`config.mk`:
```
export PLATFORM = sky130hd
export DESIGN_NAME = sinc_decimator
export DESIGN_NICKNAME = d
export VERILOG_FILES = /design/src/rtl/sinc_dec_pkg.sv /design/src/rtl/sinc_period_ctr.sv /design/src/rtl/sinc_integ.sv /design/src/rtl/sinc_comb.sv /design/src/rtl/sinc_decimator.sv
export SDC_FILE = /design/constraint.sdc
export NUM_CORES = 1
export LEC_CHECK = 0
export BUFFER_PORTS_ARGS = -buffer_cell sky130_fd_sc_hd__buf_2
export CORE_ASPECT_RATIO = 0.7
export CORE_MARGIN = 8
export CORE_UTILIZATION = 33
export CTS_BUF_LIST = sky130_fd_sc_hd__clkbuf_4
export DETAILED_ROUTE_END_ITERATION = 8
export GPL_TIMING_DRIVEN = 0
export PLACE_DENSITY = 0.5
export SYNTH_ARGS = -nofsm -noshare
export SYNTH_HDL_FRONTEND = slang
export SYNTH_HIERARCHICAL = 1
export SYNTH_SLANG_ARGS = --single-unit
```
`constraint.sdc`:
```
create_clock -name clk -period 19.5 [get_ports clk]
set_clock_uncertainty 0.15 [all_clocks]
set_input_delay 0.975 -clock clk [delete_from_list [all_inputs] [get_ports clk]]
set_output_delay 0.975 -clock clk [all_outputs]
set_load 0.02 [all_outputs]
```
`src/rtl/sinc_dec_pkg.sv`:
```
package sinc_dec_pkg;

  localparam int ORDER_MAX = 3;

  typedef enum logic [1:0] {
    FM_OFF   = 2'b00,
    FM_SINC2 = 2'b01,
    FM_SINC3 = 2'b10,
    FM_RAW   = 2'b11
  } fmode_e;

  // right-justification amount for a sinc mode and period exponent
  function automatic logic [4:0] just_shift(fmode_e m, logic [3:0] code);
    logic [4:0] s;
    if (m == FM_SINC3)      s = {1'b0, code};
    else if (code == 4'd0)  s = 5'd0;
    else                    s = {1'b0, code} - 5'd1;
    return s;
  endfunction

endpackage

```
`src/rtl/sinc_period_ctr.sv`:
```
module sinc_period_ctr #(
  parameter int CODE_W = 4,
  parameter int OVR_W  = 14,
  parameter int CNT_W  = 16,
  parameter int RAW_LEN = 32
) (
  input  logic              clk,
  input  logic              rst_n,
  input  logic              en,
  input  logic              raw,
  input  logic [CODE_W-1:0] code,
  input  logic [OVR_W-1:0]  ovr,
  output logic              last
);

  localparam logic [CNT_W-1:0] ONE = CNT_W'(1);

  logic [CNT_W-1:0] cnt_q, cnt_d, period_m1;

  always_comb begin
    if (raw)             period_m1 = CNT_W'(RAW_LEN - 1);
    else if (ovr != '0)  period_m1 = CNT_W'(ovr) - ONE;
    else                 period_m1 = (ONE << code) - ONE;
  end

  assign last = en && (cnt_q == period_m1);

  always_comb begin
    cnt_d = cnt_q;
    if (en) cnt_d = last ? '0 : cnt_q + ONE;
  end

  always_ff @(posedge clk or negedge rst_n) begin
    if (!rst_n) cnt_q <= '0;
    else        cnt_q <= cnt_d;
  end

  // position within the period never passes its end
  a_r2_cnt_in_range: assert property (@(posedge clk) disable iff (!rst_n)
    cnt_q <= period_m1);

  // a completed period restarts the count
  a_r2_restart: assert property (@(posedge clk) disable iff (!rst_n)
    last |=> cnt_q == '0);

endmodule

```
`src/rtl/sinc_integ.sv`:
```
module sinc_integ #(
  parameter int W = 27,
  parameter int N = 3
) (
  input  logic              clk,
  input  logic              rst_n,
  input  logic              en,
  input  logic              bit_i,
  output logic [N-1:0][W-1:0] nxt_o
);

  logic [N-1:0][W-1:0] acc_q;

  for (genvar k = 0; k < N; k++) begin : g_stage
    if (k == 0) begin : g_first
      assign nxt_o[k] = acc_q[k] + {{(W-1){1'b0}}, bit_i};
    end else begin : g_rest
      assign nxt_o[k] = acc_q[k] + nxt_o[k-1];
    end

    always_ff @(posedge clk or negedge rst_n) begin
      if (!rst_n)  acc_q[k] <= '0;
      else if (en) acc_q[k] <= nxt_o[k];
    end
  end

  // integrators advance only on bit clocks
  a_r3_hold_idle: assert property (@(posedge clk) disable iff (!rst_n)
    !en |=> $stable(acc_q));

endmodule

```
`src/rtl/sinc_comb.sv`:
```
module sinc_comb #(
  parameter int W = 27,
  parameter int N = 3
) (
  input  logic         clk,
  input  logic         rst_n,
  input  logic         take,
  input  logic [1:0]   order,
  input  logic [W-1:0] snap,
  output logic [W-1:0] result
);

  logic [N-1:0][W-1:0] dly_q;
  logic [N-1:0][W-1:0] stage_in;
  logic [N-1:0][W-1:0] diff;

  for (genvar k = 0; k < N; k++) begin : g_stage
    if (k == 0) begin : g_first
      assign stage_in[k] = snap;
    end else begin : g_rest
      assign stage_in[k] = diff[k-1];
    end

    // W-bit subtraction is the modulo-2^W difference
    assign diff[k] = stage_in[k] - dly_q[k];

    always_ff @(posedge clk or negedge rst_n) begin
      if (!rst_n)    dly_q[k] <= '0;
      else if (take) dly_q[k] <= stage_in[k];
    end
  end

  assign result = diff[order - 2'd1];

  // each snapshot becomes the first stage's history
  a_r4_history: assert property (@(posedge clk) disable iff (!rst_n)
    take |=> dly_q[0] == $past(snap));

endmodule

```
`src/rtl/sinc_decimator.sv`:
```
module sinc_decimator
  import sinc_dec_pkg::*;
#(
  parameter int ACC_W  = 27,
  parameter int OUT_W  = 32,
  parameter int CODE_W = 4,
  parameter int OVR_W  = 14,
  parameter int CNT_W  = 16
) (
  input  logic              clk,
  input  logic              rst_n,
  input  logic [1:0]        mode,
  input  logic [CODE_W-1:0] period_code,
  input  logic [OVR_W-1:0]  period_count,
  input  logic              bit_en,
  input  logic              bit_in,
  input  logic              rd_strobe,
  output logic [OUT_W-1:0]  sample,
  output logic              sample_ready,
  output logic              sample_valid
);

  localparam int PAD_W = OUT_W - ACC_W;

  fmode_e mode_e;
  assign mode_e = fmode_e'(mode);

  // reset: asserted at once, released after two edges
  logic [1:0] rst_pipe_q;
  logic       rst_int_n;
  always_ff @(posedge clk or negedge rst_n) begin
    if (!rst_n) rst_pipe_q <= '0;
    else        rst_pipe_q <= {rst_pipe_q[0], 1'b1};
  end
  assign rst_int_n = rst_pipe_q[1];

  logic is_raw, is_sinc, active, done, take;
  assign is_raw  = (mode_e == FM_RAW);
  assign is_sinc = (mode_e == FM_SINC2) || (mode_e == FM_SINC3);
  assign active  = bit_en && (mode_e != FM_OFF);

  sinc_period_ctr #(.CODE_W(CODE_W), .OVR_W(OVR_W), .CNT_W(CNT_W), .RAW_LEN(OUT_W))
  i_ctr (
    .clk(clk), .rst_n(rst_int_n), .en(active), .raw(is_raw),
    .code(period_code), .ovr(period_count), .last(done)
  );

  logic [ORDER_MAX-1:0][ACC_W-1:0] integ_nxt;
  sinc_integ #(.W(ACC_W), .N(ORDER_MAX)) i_integ (
    .clk(clk), .rst_n(rst_int_n), .en(active && is_sinc),
    .bit_i(bit_in), .nxt_o(integ_nxt)
  );

  logic [1:0]       order;
  logic [ACC_W-1:0] snap, comb_out;
  assign order = (mode_e == FM_SINC3) ? 2'd3 : 2'd2;
  assign snap  = integ_nxt[order - 2'd1];
  assign take  = done && is_sinc;

  sinc_comb #(.W(ACC_W), .N(ORDER_MAX)) i_comb (
    .clk(clk), .rst_n(rst_int_n), .take(take), .order(order),
    .snap(snap), .result(comb_out)
  );

  // next state
  logic [OUT_W-1:0] shr_q, shr_d, sample_d;
  logic             ready_d, valid_d;
  logic [1:0]       nsamp_q, nsamp_d;

  always_comb begin
    shr_d    = shr_q;
    sample_d = sample;
    valid_d  = sample_valid;
    nsamp_d  = nsamp_q;
    ready_d  = sample_ready;
    if (active && is_raw) shr_d = {bit_in, shr_q[OUT_W-1:1]};
    if (done) begin
      ready_d = 1'b1;
      if (is_raw) begin
        sample_d = shr_d;
        valid_d  = 1'b1;
      end else begin
        sample_d = {{PAD_W{1'b0}}, comb_out} >> just_shift(mode_e, period_code);
        valid_d  = (nsamp_q >= order - 2'd1);
        if (nsamp_q != 2'd2) nsamp_d = nsamp_q + 2'd1;
      end
    end else if (rd_strobe) begin
      ready_d = 1'b0;
    end
  end

  // registers
  always_ff @(posedge clk or negedge rst_int_n) begin
    if (!rst_int_n) begin
      shr_q        <= '0;
      sample       <= '0;
      sample_ready <= 1'b0;
      sample_valid <= 1'b0;
      nsamp_q      <= '0;
    end else begin
      shr_q        <= shr_d;
      sample       <= sample_d;
      sample_ready <= ready_d;
      sample_valid <= valid_d;
      nsamp_q      <= nsamp_d;
    end
  end

  // pending word is kept until acknowledged
  a_r7_ready_hold: assert property (@(posedge clk) disable iff (!rst_int_n)
    sample_ready && !rd_strobe |=> sample_ready);

  // acknowledge without a new completion drops the flag
  a_r7_ready_clear: assert property (@(posedge clk) disable iff (!rst_int_n)
    sample_ready && rd_strobe && !done |=> !sample_ready);

  // off mode never raises ready
  a_r1_off_silent: assert property (@(posedge clk) disable iff (!rst_int_n)
    (mode_e == FM_OFF) && !sample_ready |=> !sample_ready);

  // raw words are always valid
  a_r8_raw_valid: assert property (@(posedge clk) disable iff (!rst_int_n)
    is_raw && done |=> sample_valid);

endmodule

```
==> results of run 1 <==
[stage by stage]
step | power [W] | utilization [%]
3_3_place_gp | 0.00188 | 35.5
5_1_grt | 0.00266 | 37.2
4_1_cts | 0.00245 | 37.2
2_1_floorplan | 0.00162 | -
6_report | 0.00243 | 37.2
3_5_place_dp | 0.00191 | 35.7
[flip-flops by register name, summed over array words and instances, names as in the netlist]
| name | cells |
|---|---|
| i_comb/dly_q | 81 |
| i_ctr/cnt_q | 16 |
| i_integ/acc_q | 81 |
| nsamp_q | 2 |
| rst_pipe_q | 2 |
| sample | 32 |
| sample_ready | 1 |
| sample_valid | 1 |
| shr_q | 32 |
[layout by cell type, fill, tap and decap left out, types with 24 or more instances in the layout]
cell                       count
sky130_fd_sc_hd__a21o_1       68
sky130_fd_sc_hd__clkbuf_1     55
sky130_fd_sc_hd__dfrtp_1     247
sky130_fd_sc_hd__a31oi_1      25
sky130_fd_sc_hd__o22ai_1      24
sky130_fd_sc_hd__and3_1       25
sky130_fd_sc_hd__xnor2_1     128
sky130_fd_sc_hd__nor2_1      135
sky130_fd_sc_hd__a21oi_1     144
sky130_fd_sc_hd__nor3_1       28
sky130_fd_sc_hd__mux2i_1      78
sky130_fd_sc_hd__clkbuf_4    107
sky130_fd_sc_hd__inv_1       126
sky130_fd_sc_hd__mux2_2      129
sky130_fd_sc_hd__nand4_1      33
sky130_fd_sc_hd__xor2_1       73
sky130_fd_sc_hd__nand2_1     230
sky130_fd_sc_hd__nand2b_1     29
sky130_fd_sc_hd__o21ai_0     162
sky130_fd_sc_hd__ha_1        149
sky130_fd_sc_hd__nand3_1      50
sky130_fd_sc_hd__buf_2        75
[how the worst min path moves through the flow]
stage,depth (start not counted),slack [ns],end,startpoint
floorplan,0,0.18,rst_pipe_q[1]$_DFF_PN0_,rst_pipe_q[0]$_DFF_PN0_
global placement,0,0.19,rst_pipe_q[1]$_DFF_PN0_,rst_pipe_q[0]$_DFF_PN0_
detailed placement,0,0.18,i_ctr/cnt_q[15]$_DFFE_PN0P_,rst_pipe_q[1]$_DFF_PN0_
CTS,2,0.12,sample_ready$_DFFE_PN0P_,rd_strobe
global route,2,0.14,sample_ready$_DFFE_PN0P_,rd_strobe
finish,0,0.12,i_comb/dly_q[63]$_DFFE_PN0P_,rst_pipe_q[1]$_DFF_PN0_
[worst reg2reg max path, delay by kind of cell, from the launching register on]
kind                       cells  cell delay, ns
DFF                            1            0.35
buffers and inverters          2            0.60
xor gates and xnor gates       6            1.64
and+or+nand+nor               10            1.79
AOI/OAI and AO/OA             18            4.98
adders and majority gates      7            2.31
muxes                          2            0.62
[routing by layer]
metal	up-vias	share of wire (%)	wire length [um]
met5	-	0	0
met4	0	2.2	1400
met3	99	6.8	4360
met2	530	38	24500
met1	8680	53	34200
li1	8683	-	-
[power by group through the flow]
| stage | sequential (W) | combinational, W | clock, W |
|---|---|---|---|
| after floorplan | 0.000595 | 0.00102 | 0 |
| after global placement | 0.000603 | 0.00128 | 0 |
| after detailed placement | 0.000595 | 0.00132 | 0 |
| after CTS | 0.000586 | 0.00133 | 0.000541 |
| after global routing | 0.000591 | 0.00150 | 0.000568 |
| final | 0.000586 | 0.00134 | 0.000512 |
[cell type report]
| cell class | count | share of cell area [%] |
|---|---|---|
| Inverter | 129 | 2.11 |
| Tap cell | 819 | 4.48 |
| Multi-Input combinational cell | 1842 | 58.6 |
| Clock buffer | 107 | 3.51 |
| Clock inverter | 19 | 0.475 |
| Antenna cell | 7 | 0.0765 |
| Buffer | 91 | 1.86 |
| Timing Repair Buffer | 64 | 1.81 |
| Sequential cell | 248 | 27.1 |
==> flow_summary.ini, run 1 <==
[power]
intPower_w = 0.00137
clkPwrFrac_pct = 21.0
powerDensity_nw_per_um2 = 106
switching_pwr_w = 0.00106
peakVddDrop_mv = 0.108
pwr-share-comb_pct = 54.9
power_switching_share_pct = 43.7
power_frac_seq_pct = 24.1
total_leakage_power_nw = 11.1

[final_layout]
syn_to_final_growth_pct = 11.6
final.fill_count = 6311
final_layout_size_suffix_gt1_share_pct = 15.6
multi_input_combinational_cell_area_um2 = 13400
layout.cells.non_filler = 3326
register_area_um2 = 6210
design.final.nets = 2628
layout.cell_area.non_filler_um2 = 22900

[global_routing]
grt_use_met2_pct = 23.7
grt_antenna_before_repair = 2
met1_usage_pct = 28.4
grt_max_degree = 65
overflow = 0
first_global_vias = 17400
globalRouteMet3Util_pct = 4.37
groute.usage.overall_pct = 18.0
grt-busiest-layer = met1
grt_pass1_wl_mm = 102

[critical_path]
crit_slowest_cell = sky130_fd_sc_hd__a221oi_1
crit_family = compound AO/OA/AOI/OAI gates
reg2reg_slack_ns = 6.97
critPathBufInv = 2
worst-endpoint-arrival_ns = 13.11
worst-endpoint-required_ns = 20.08
timing.critical_path.to_type = flip-flop
worstSetupPathDepth = 45
r2r-start = i_integ/acc_q[0]$_DFFE_PN0P_
slowest_delay_ns = 1.01
setup.worst_path.start_class = flip-flop
startpoint = i_integ/acc_q[0]$_DFFE_PN0P_
r2r-end = sample[11]$_DFFE_PN0P_
crit_type = flip-flop to flip-flop
critical_path.max_fanout = 10
crit_path_end = sample[11]$_DFFE_PN0P_
timing.reg2reg.worst_path_depth = 45
cp_common_cell = sky130_fd_sc_hd__ha_1

[placed_design]
gp_congestion = 0.934
post_detail_place_hpwl_mm = 50.3
place_inst = 3192
placement.io_buffers = 58
placement.setup.worst_slack_ns = 6.54
placed_cell_area_um2 = 22000

[route]
route.detailed.drc = 0
routedWlPerCell_um = 19.4
drtAntennaViolNets = 0
routed_wirelength_mm = 64.5
viasPerCell = 5.41
via_count = 18000
number_of_drc_markers_in_iteration_0 = 1552
drt_first_pass_iters = 5

[cts]
ctsHtreeMaxLevel = 3
cts_post_setup_buffers_inserted = 0
cts_buffer_depth = 3
cts_tree = yes
clkTransAtPathRegs_ns = 0.07
numClockSinks = 248
worst_skew_pair.late_latency_ns = 0.87
clock_tree.root_cell = sky130_fd_sc_hd__clkbuf_4
cts_hold_buffers = 1
cts_made_buffers = 73
post_cts.resized_instances = 0

[sta]
finalMaxSlewViolations = 1
timing.final.hold_violations = 0
fin_hold_ws_ns = 0.121
timing.slew.headroom_pct = -0.196
setup_viol = 0
final.setup.worst_slack_ns = 6.97
period_minus_slack_ns = 12.53
timing.fmax_mhz = 79.8
rsz0062_at_grt = no
final.setup.tns_ns = 0
worstMarginPinSlew_ns = 1.48
final_min_period_over_clock_period_pct = 64.2

[job]
cap_violations = 1

[floorplan]
fp-row-count = 76
floorplan.initialDensity_pct = 33.3
chipHeight_um = 225
top_level_ports = 59
die_w_um = 314
die_area_um2 = 70500
placeable_core_region_um2 = 61500

[logic_synthesis]
synth.cell_area_um2 = 20500
syn_inst = 2309
syn-mean-instance-area_um2 = 8.88
yosysWarnings = 6

[worst_hold_path]
worst_hold_path_type = flip-flop to asynchronous set/reset pin

[status]
failing_checks = max-capacitance violations, max-slew violations
result_of_the_run = complete, but fails checks
(Power assumes the default switching activity.)
==> run 2, diff against run 1 <==
ABC_AREA = 1   (was default)
PLACE_DENSITY = 0.51   (was 0.5)
clock period = 11.3 ns   (was 19.5 ns; I/O delays follow)
==> flow_summary.ini, run 2 <==
[final_layout]
reg.largest.list = i_comb/dly_q (81), i_integ/acc_q (81)
multi_input_combinational_cell_area_um2 = 13400
register_area_um2 = 6210
final.fill_count = 7004
layout_common_cells = sky130_fd_sc_hd__nand2_1 (1046), sky130_fd_sc_hd__inv_1 (346), sky130_fd_sc_hd__nand3_1 (288), sky130_fd_sc_hd__dfrtp_1 (247), sky130_fd_sc_hd__o21ai_0 (186)
layout.cells.non_filler = 4203
design.final.nets = 3484
syn_to_final_growth_pct = 12.0
final_layout_size_suffix_gt1_share_pct = 11.5
final_common_cell = sky130_fd_sc_hd__nand2_1

[sta]
fin_hold_ws_ns = 0.117
period_minus_slack_ns = 10.50
timing.slew.headroom_pct = 33.2
setup_viol = 0
worstMarginPinSlew_ns = 1.00
final.setup.worst_slack_ns = 0.798
timing.final.hold_violations = 0
final_min_period_over_clock_period_pct = 92.9
timing.fmax_mhz = 95.2
finalMaxSlewViolations = 0

[placed_design]
placement.io_buffers = 58
post_detail_place_hpwl_mm = 55.3
placement.setup.worst_slack_ns = 0.245
gp_congestion = 0.925
place_inst = 4061

[global_routing]
groute.usage.overall_pct = 18.7
grt-busiest-layer = met1
grt_antenna_before_repair = 2
first_global_vias = 19600
grt_max_degree = 67
grt_pass1_wl_mm = 110
grt_use_met2_pct = 23.8
globalRouteMet3Util_pct = 4.06
overflow = 0
met1_usage_pct = 30.4

[critical_path]
timing.reg2reg.worst_path_depth = 57
worst-endpoint-arrival_ns = 11.09
crit_type = input pin to flip-flop
crit_slowest_cell = sky130_fd_sc_hd__dlygate4sd3_1
slowest_delay_ns = 0.52
setup.worst_path.start_class = input pin
timing.critical_path.to_type = flip-flop
critical_path.max_fanout = 6
r2r-end = sample[17]$_DFFE_PN0P_
startpoint = bit_in
cp_common_cell = sky130_fd_sc_hd__nand2_1
worst-endpoint-required_ns = 11.89
reg2reg_slack_ns = 0.90
r2r-start = i_integ/acc_q[0]$_DFFE_PN0P_

[logic_synthesis]
synth.top_cells.by_area = sky130_fd_sc_hd__dfrtp_1 (29%), sky130_fd_sc_hd__nand2_1 (18%), sky130_fd_sc_hd__ha_1 (8.8%), sky130_fd_sc_hd__nand3_1 (6.8%), sky130_fd_sc_hd__inv_1 (6.1%)
number_of_enable_flip_flop_cells_after_synthesis = 0
syn_inst = 3157
top_flip_flop_cell_by_instance_count_after_synthesis = sky130_fd_sc_hd__dfrtp_1
seq_area_frac_synth_pct = 29.2
ys_seq_elements = 248
synth.cell_area_um2 = 21300
yosysWarnings = 6
netlist-cell-type-count = 64
synth_most_common_cell = sky130_fd_sc_hd__nand2_1
synth_top_cell_area_share_pct = 29.2
share_of_flip_flops_with_an_asynchronous_set_or_reset_after_synthesis_pct = 100
syn-mean-instance-area_um2 = 6.74
synth_common_cells = sky130_fd_sc_hd__nand2_1 (1048), sky130_fd_sc_hd__inv_1 (346), sky130_fd_sc_hd__nand3_1 (290)
synth_area_leader_cell = sky130_fd_sc_hd__dfrtp_1

[cts]
cts_made_buffers = 76
cts_tree = yes
clkTransAtPathRegs_ns = 0.06
clock_tree.root_cell = sky130_fd_sc_hd__clkbuf_4
worst_skew_pair.late_latency_ns = 0.83
cts_buffer_depth = 3
numClockSinks = 248
ctsHtreeMaxLevel = 3

[route]
routed_wirelength_mm = 68.8
via_count = 20700
drtAntennaViolNets = 0
drt_first_pass_iters = 5
route.detailed.drc = 0
viasPerCell = 4.93
number_of_drc_markers_in_iteration_0 = 1808
routedWlPerCell_um = 16.4

[power]
total_leakage_power_nw = 12.7
total_power_w = 0.00664
peakVddDrop_mv = 0.192
powerDensity_nw_per_um2 = 279

[floorplan]
die_area_um2 = 73000
chipHeight_um = 228
placeable_core_region_um2 = 64300
fp-row-count = 78
floorplan.initialDensity_pct = 33.1
die_w_um = 320
top_level_ports = 59

[status]
result_of_the_run = finished clean

[job]
cap_violations = 0

[worst_hold_path]
worst_hold_path_type = flip-flop to asynchronous set/reset pin
-- run 2: cell count changes in the layout (fill, tap and decap cells not counted), sizes merged, moves of 23 or more --
cell | before | now
o21ai | 188 | 222
nand2 | 230 | 1092
mux2i | 81 | 0
nor2 | 148 | 201
and3 | 26 | 0
xor2 | 73 | 97
o22ai | 24 | 1
xnor2 | 128 | 31
nand2b | 29 | 0
inv | 129 | 363
nand3 | 50 | 303
mux2 | 129 | 0
a21o | 68 | 16
-- run 2: cells by family (layout without fill, tap and decap cells) --
group | count (synthesis) | after routing | share of synthesized area [%]
and+or+nand+nor | 1708 | 1708 | 35.0
buffers and inverters | 447 | 650 | 8.47
AOI/OAI and AO/OA | 471 | 471 | 12.7
DFF | 248 | 248 | 29.2
xor gates and xnor gates | 128 | 128 | 5.41
other | 1 | 4 | 0.0176
adders and majority gates | 154 | 154 | 9.23
-- run 2: worst max-delay path, delay by kind of cell --
kind / cells / cell delay [ns]
fa+ha+maj: 7 / 2.23
xor+xnor: 4 / 1.08
compound gates: 13 / 2.36
simple gates: 28 / 3.68
buf+inv: 7 / 1.10
-- run 2: how the worst max path moves through the flow --
stage | end | slack, ns | cells past startpoint
after floorplan | sample[10]$_DFFE_PN0P_ | 2.97 | 56
after global placement | i_integ/acc_q[21]$_DFFE_PN0P_ | -0.26 | 0
after detailed placement | sample[8]$_DFFE_PN0P_ | 0.24 | 56
after CTS | sample[14]$_DFFE_PN0P_ | 0.52 | 55
after global routing | sample[17]$_DFFE_PN0P_ | -0.04 | 57
final | sample[17]$_DFFE_PN0P_ | 0.80 | 59
-- run 2: layout make-up --
class                           count  area share [%]
Multi-Input combinational cell   2464            56.1
Sequential cell                   248            26.1
Inverter                          364            5.76
Tap cell                          840            4.41
Clock buffer                      104            3.28
Timing Repair Buffer               68            1.91
Buffer                             83            1.81
Clock inverter                     31           0.672
Antenna cell                        1          0.0105
-- run 2: timing repair --
action,CTS,global route
endpoints found under the setup margin,0,21
hold buffers,4,0
hold endpoints to repair,6,0
buffers inserted,0,2
gates resized for setup,0,15
-- run 2: stage by stage --
step	util, %	cell area [um2]	TNS (ns)
6_report	37.0	23800	0
3_5_place_dp	35.4	22700	0
4_1_cts	36.9	23700	0
3_3_place_gp	35.2	22600	-49.09
2_1_floorplan	-	21300	0
5_1_grt	37.0	23800	-0.0760
-- run 2: report_power, final --
group | switching (W) | leakage (nW) | internal (W) | total, W
registers | 0.000123 | 2.92 | 0.00104 | 0.00116
clock network | 0.000441 | 0.554 | 0.000451 | 0.000892
logic | 0.00304 | 9.27 | 0.00154 | 0.00458
-- run 2: metal layers --
layer	wire, um	up-vias
met5	0	-
met4	1190	0
met3	4680	86
met2	24800	533
met1	38200	9518
li1	-	10600
==> run 3, diff against run 2 <==
CTS_CLUSTER_SIZE = 16   (was default)
PLACE_DENSITY = 0.5   (was 0.51)
clock period = 11.1 ns   (was 11.3 ns; I/O delays follow)
==> flow_summary.ini, run 3 (synthesis gave the netlist of run 2 again) <==
[status]
result_of_the_run = finished clean

[cts]
cts_buffer_depth = 3
cts_tree = yes
worst_skew_pair.late_latency_ns = 0.83
clkTransAtPathRegs_ns = 0.06
clock_tree.root_cell = sky130_fd_sc_hd__clkbuf_4
ctsHtreeMaxLevel = 3
numClockSinks = 248
cts_made_buffers = 75

[final_layout]
final_common_cell = sky130_fd_sc_hd__nand2_1
syn_to_final_growth_pct = 12.2
layout.cell_area.non_filler_um2 = 23900
layout_common_cells = sky130_fd_sc_hd__nand2_1 (1046), sky130_fd_sc_hd__inv_1 (346), sky130_fd_sc_hd__nand3_1 (288), sky130_fd_sc_hd__dfrtp_1 (247), sky130_fd_sc_hd__o21ai_0 (186)
final.fill_count = 7044
layout.cells.non_filler = 4200
reg.largest.list = i_comb/dly_q (81), i_integ/acc_q (81)
design.final.nets = 3483
final_core_utilization_pct = 37.1
final_layout_size_suffix_gt1_share_pct = 11.7

[route]
via_count = 20800
routedWlPerCell_um = 16.6
number_of_drc_markers_in_iteration_0 = 1821
drtAntennaViolNets = 0
viasPerCell = 4.96
routed_wirelength_mm = 69.6
route.detailed.drc = 0
drt_first_pass_iters = 6

[floorplan]
floorplan.initialDensity_pct = 33.1
chipHeight_um = 228
top_level_ports = 59
placeable_core_region_um2 = 64300
die_w_um = 320
fp-row-count = 78
die_area_um2 = 73000

[critical_path]
timing.reg2reg.worst_path_depth = 56
crit_slowest_cell = sky130_fd_sc_hd__dlygate4sd3_1
crit_type = input pin to flip-flop
critical_path.max_fanout = 6
worst-endpoint-arrival_ns = 10.92
timing.critical_path.to_type = flip-flop
cp_common_cell = sky130_fd_sc_hd__nand2_1
slowest_delay_ns = 0.54
setup.worst_path.start_class = input pin
worst-endpoint-required_ns = 11.61

[placed_design]
gp_congestion = 0.922
placement.setup.worst_slack_ns = 0.0239
placement.io_buffers = 58
post_detail_place_hpwl_mm = 55.8
place_inst = 4061
placed_cell_area_um2 = 22700

[global_routing]
grt_antenna_before_repair = 3
grt_max_degree = 61
overflow = 0
first_global_vias = 19500
grt_pass1_wl_mm = 111
groute.usage.overall_pct = 18.8

[power]
intPower_w = 0.00310
clkPwrFrac_pct = 13.5
switching_pwr_w = 0.00370
pwr-share-comb_pct = 69.1
power_frac_seq_pct = 17.4
peakVddDrop_mv = 0.175
total_leakage_power_nw = 12.8
power_switching_share_pct = 54.4
powerDensity_nw_per_um2 = 285

[sta]
final.setup.worst_slack_ns = 0.684
timing.final.hold_violations = 0
worstMarginPinSlew_ns = 1.02
final.setup.tns_ns = 0
timing.slew.headroom_pct = 31.8
setup_viol = 0
finalMaxSlewViolations = 0
period_minus_slack_ns = 10.42
timing.fmax_mhz = 96.0
final_min_period_over_clock_period_pct = 93.8

[job]
cap_violations = 0

[worst_hold_path]
cell_count_of_the_worst_hold_path = 7
worst_hold_path_type = input pin to flip-flop
## run 3: metrics by stage
step | hold slack, ns | total power [W]
after CTS | 0.0535 | 0.00676
after global routing | 0.148 | 0.00749
after floorplan | 0.109 | 0.00466
after global placement | 0.184 | 0.00579
final | 0.146 | 0.00681
after detailed placement | 0.186 | 0.00577
## run 3: routing by layer
metal | wire length, um | part of all wire [%] | track usage, %
met1 | 39100 | 56 | 31.2
met2 | 25100 | 36 | 24.2
met3 | 4500 | 6.5 | 3.78
met4 | 923 | 1.3 | 3.31
met5 | 0 | 0 | 0
## run 3: path summary, 6_finish.rpt
kind	startpoint	end	slack, ns
max reg2reg	i_integ/acc_q[0]$_DFFE_PN0P_	sample[14]$_DFFE_PN0P_	0.79
max in group asynchronous	rst_pipe_q[1]$_DFF_PN0_	i_integ/acc_q[78]$_DFFE_PN0P_	9.57
min in group asynchronous	rst_pipe_q[1]$_DFF_PN0_	shr_q[18]$_DFF_PN0_	0.16
min reg2reg	rst_pipe_q[1]$_DFF_PN0_	shr_q[18]$_DFF_PN0_	0.16
min	bit_en	i_ctr/cnt_q[1]$_DFFE_PN0P_	0.15
max	bit_in	sample[14]$_DFFE_PN0P_	0.68
## run 3: what timing repair did
item,4_1_cts,5_1_grt
hold buffers,4,0
resized for setup,0,21
setup endpoints to repair,0,21
setup buffers,0,2
endpoints found under the hold margin,6,0
## run 3: area by class of cell
class	count	area, um2	share of cell area, %
diodes	2	5.00	0.0210
inverters	364	1370	5.75
well taps	840	1050	4.40
plain buffers	83	432	1.81
multi-input cells	2464	13400	56.1
repair buffers	68	455	1.91
flip-flops and latches	248	6210	26.0
clock inverters	22	125	0.524
clock buffers	109	818	3.43
## run 3: power groups by stage
stage	registers (W)	clock network [W]	logic (W)
2_1_floorplan	0.00117	0	0.00349
3_3_place_gp	0.00121	0	0.00458
3_5_place_dp	0.00119	0	0.00458
4_1_cts	0.00118	0.000972	0.00460
5_1_grt	0.00121	0.00102	0.00527
6_report	0.00118	0.000921	0.00470
## run 3: critical path, delay by kind of cell
kind | cells | cell delay (ns)
and+or+nand+nor | 26 | 3.43
AOI/OAI and AO/OA | 14 | 2.51
adders and majority gates | 7 | 2.13
xor gates and xnor gates | 4 | 1.04
buffers and inverters | 7 | 1.19
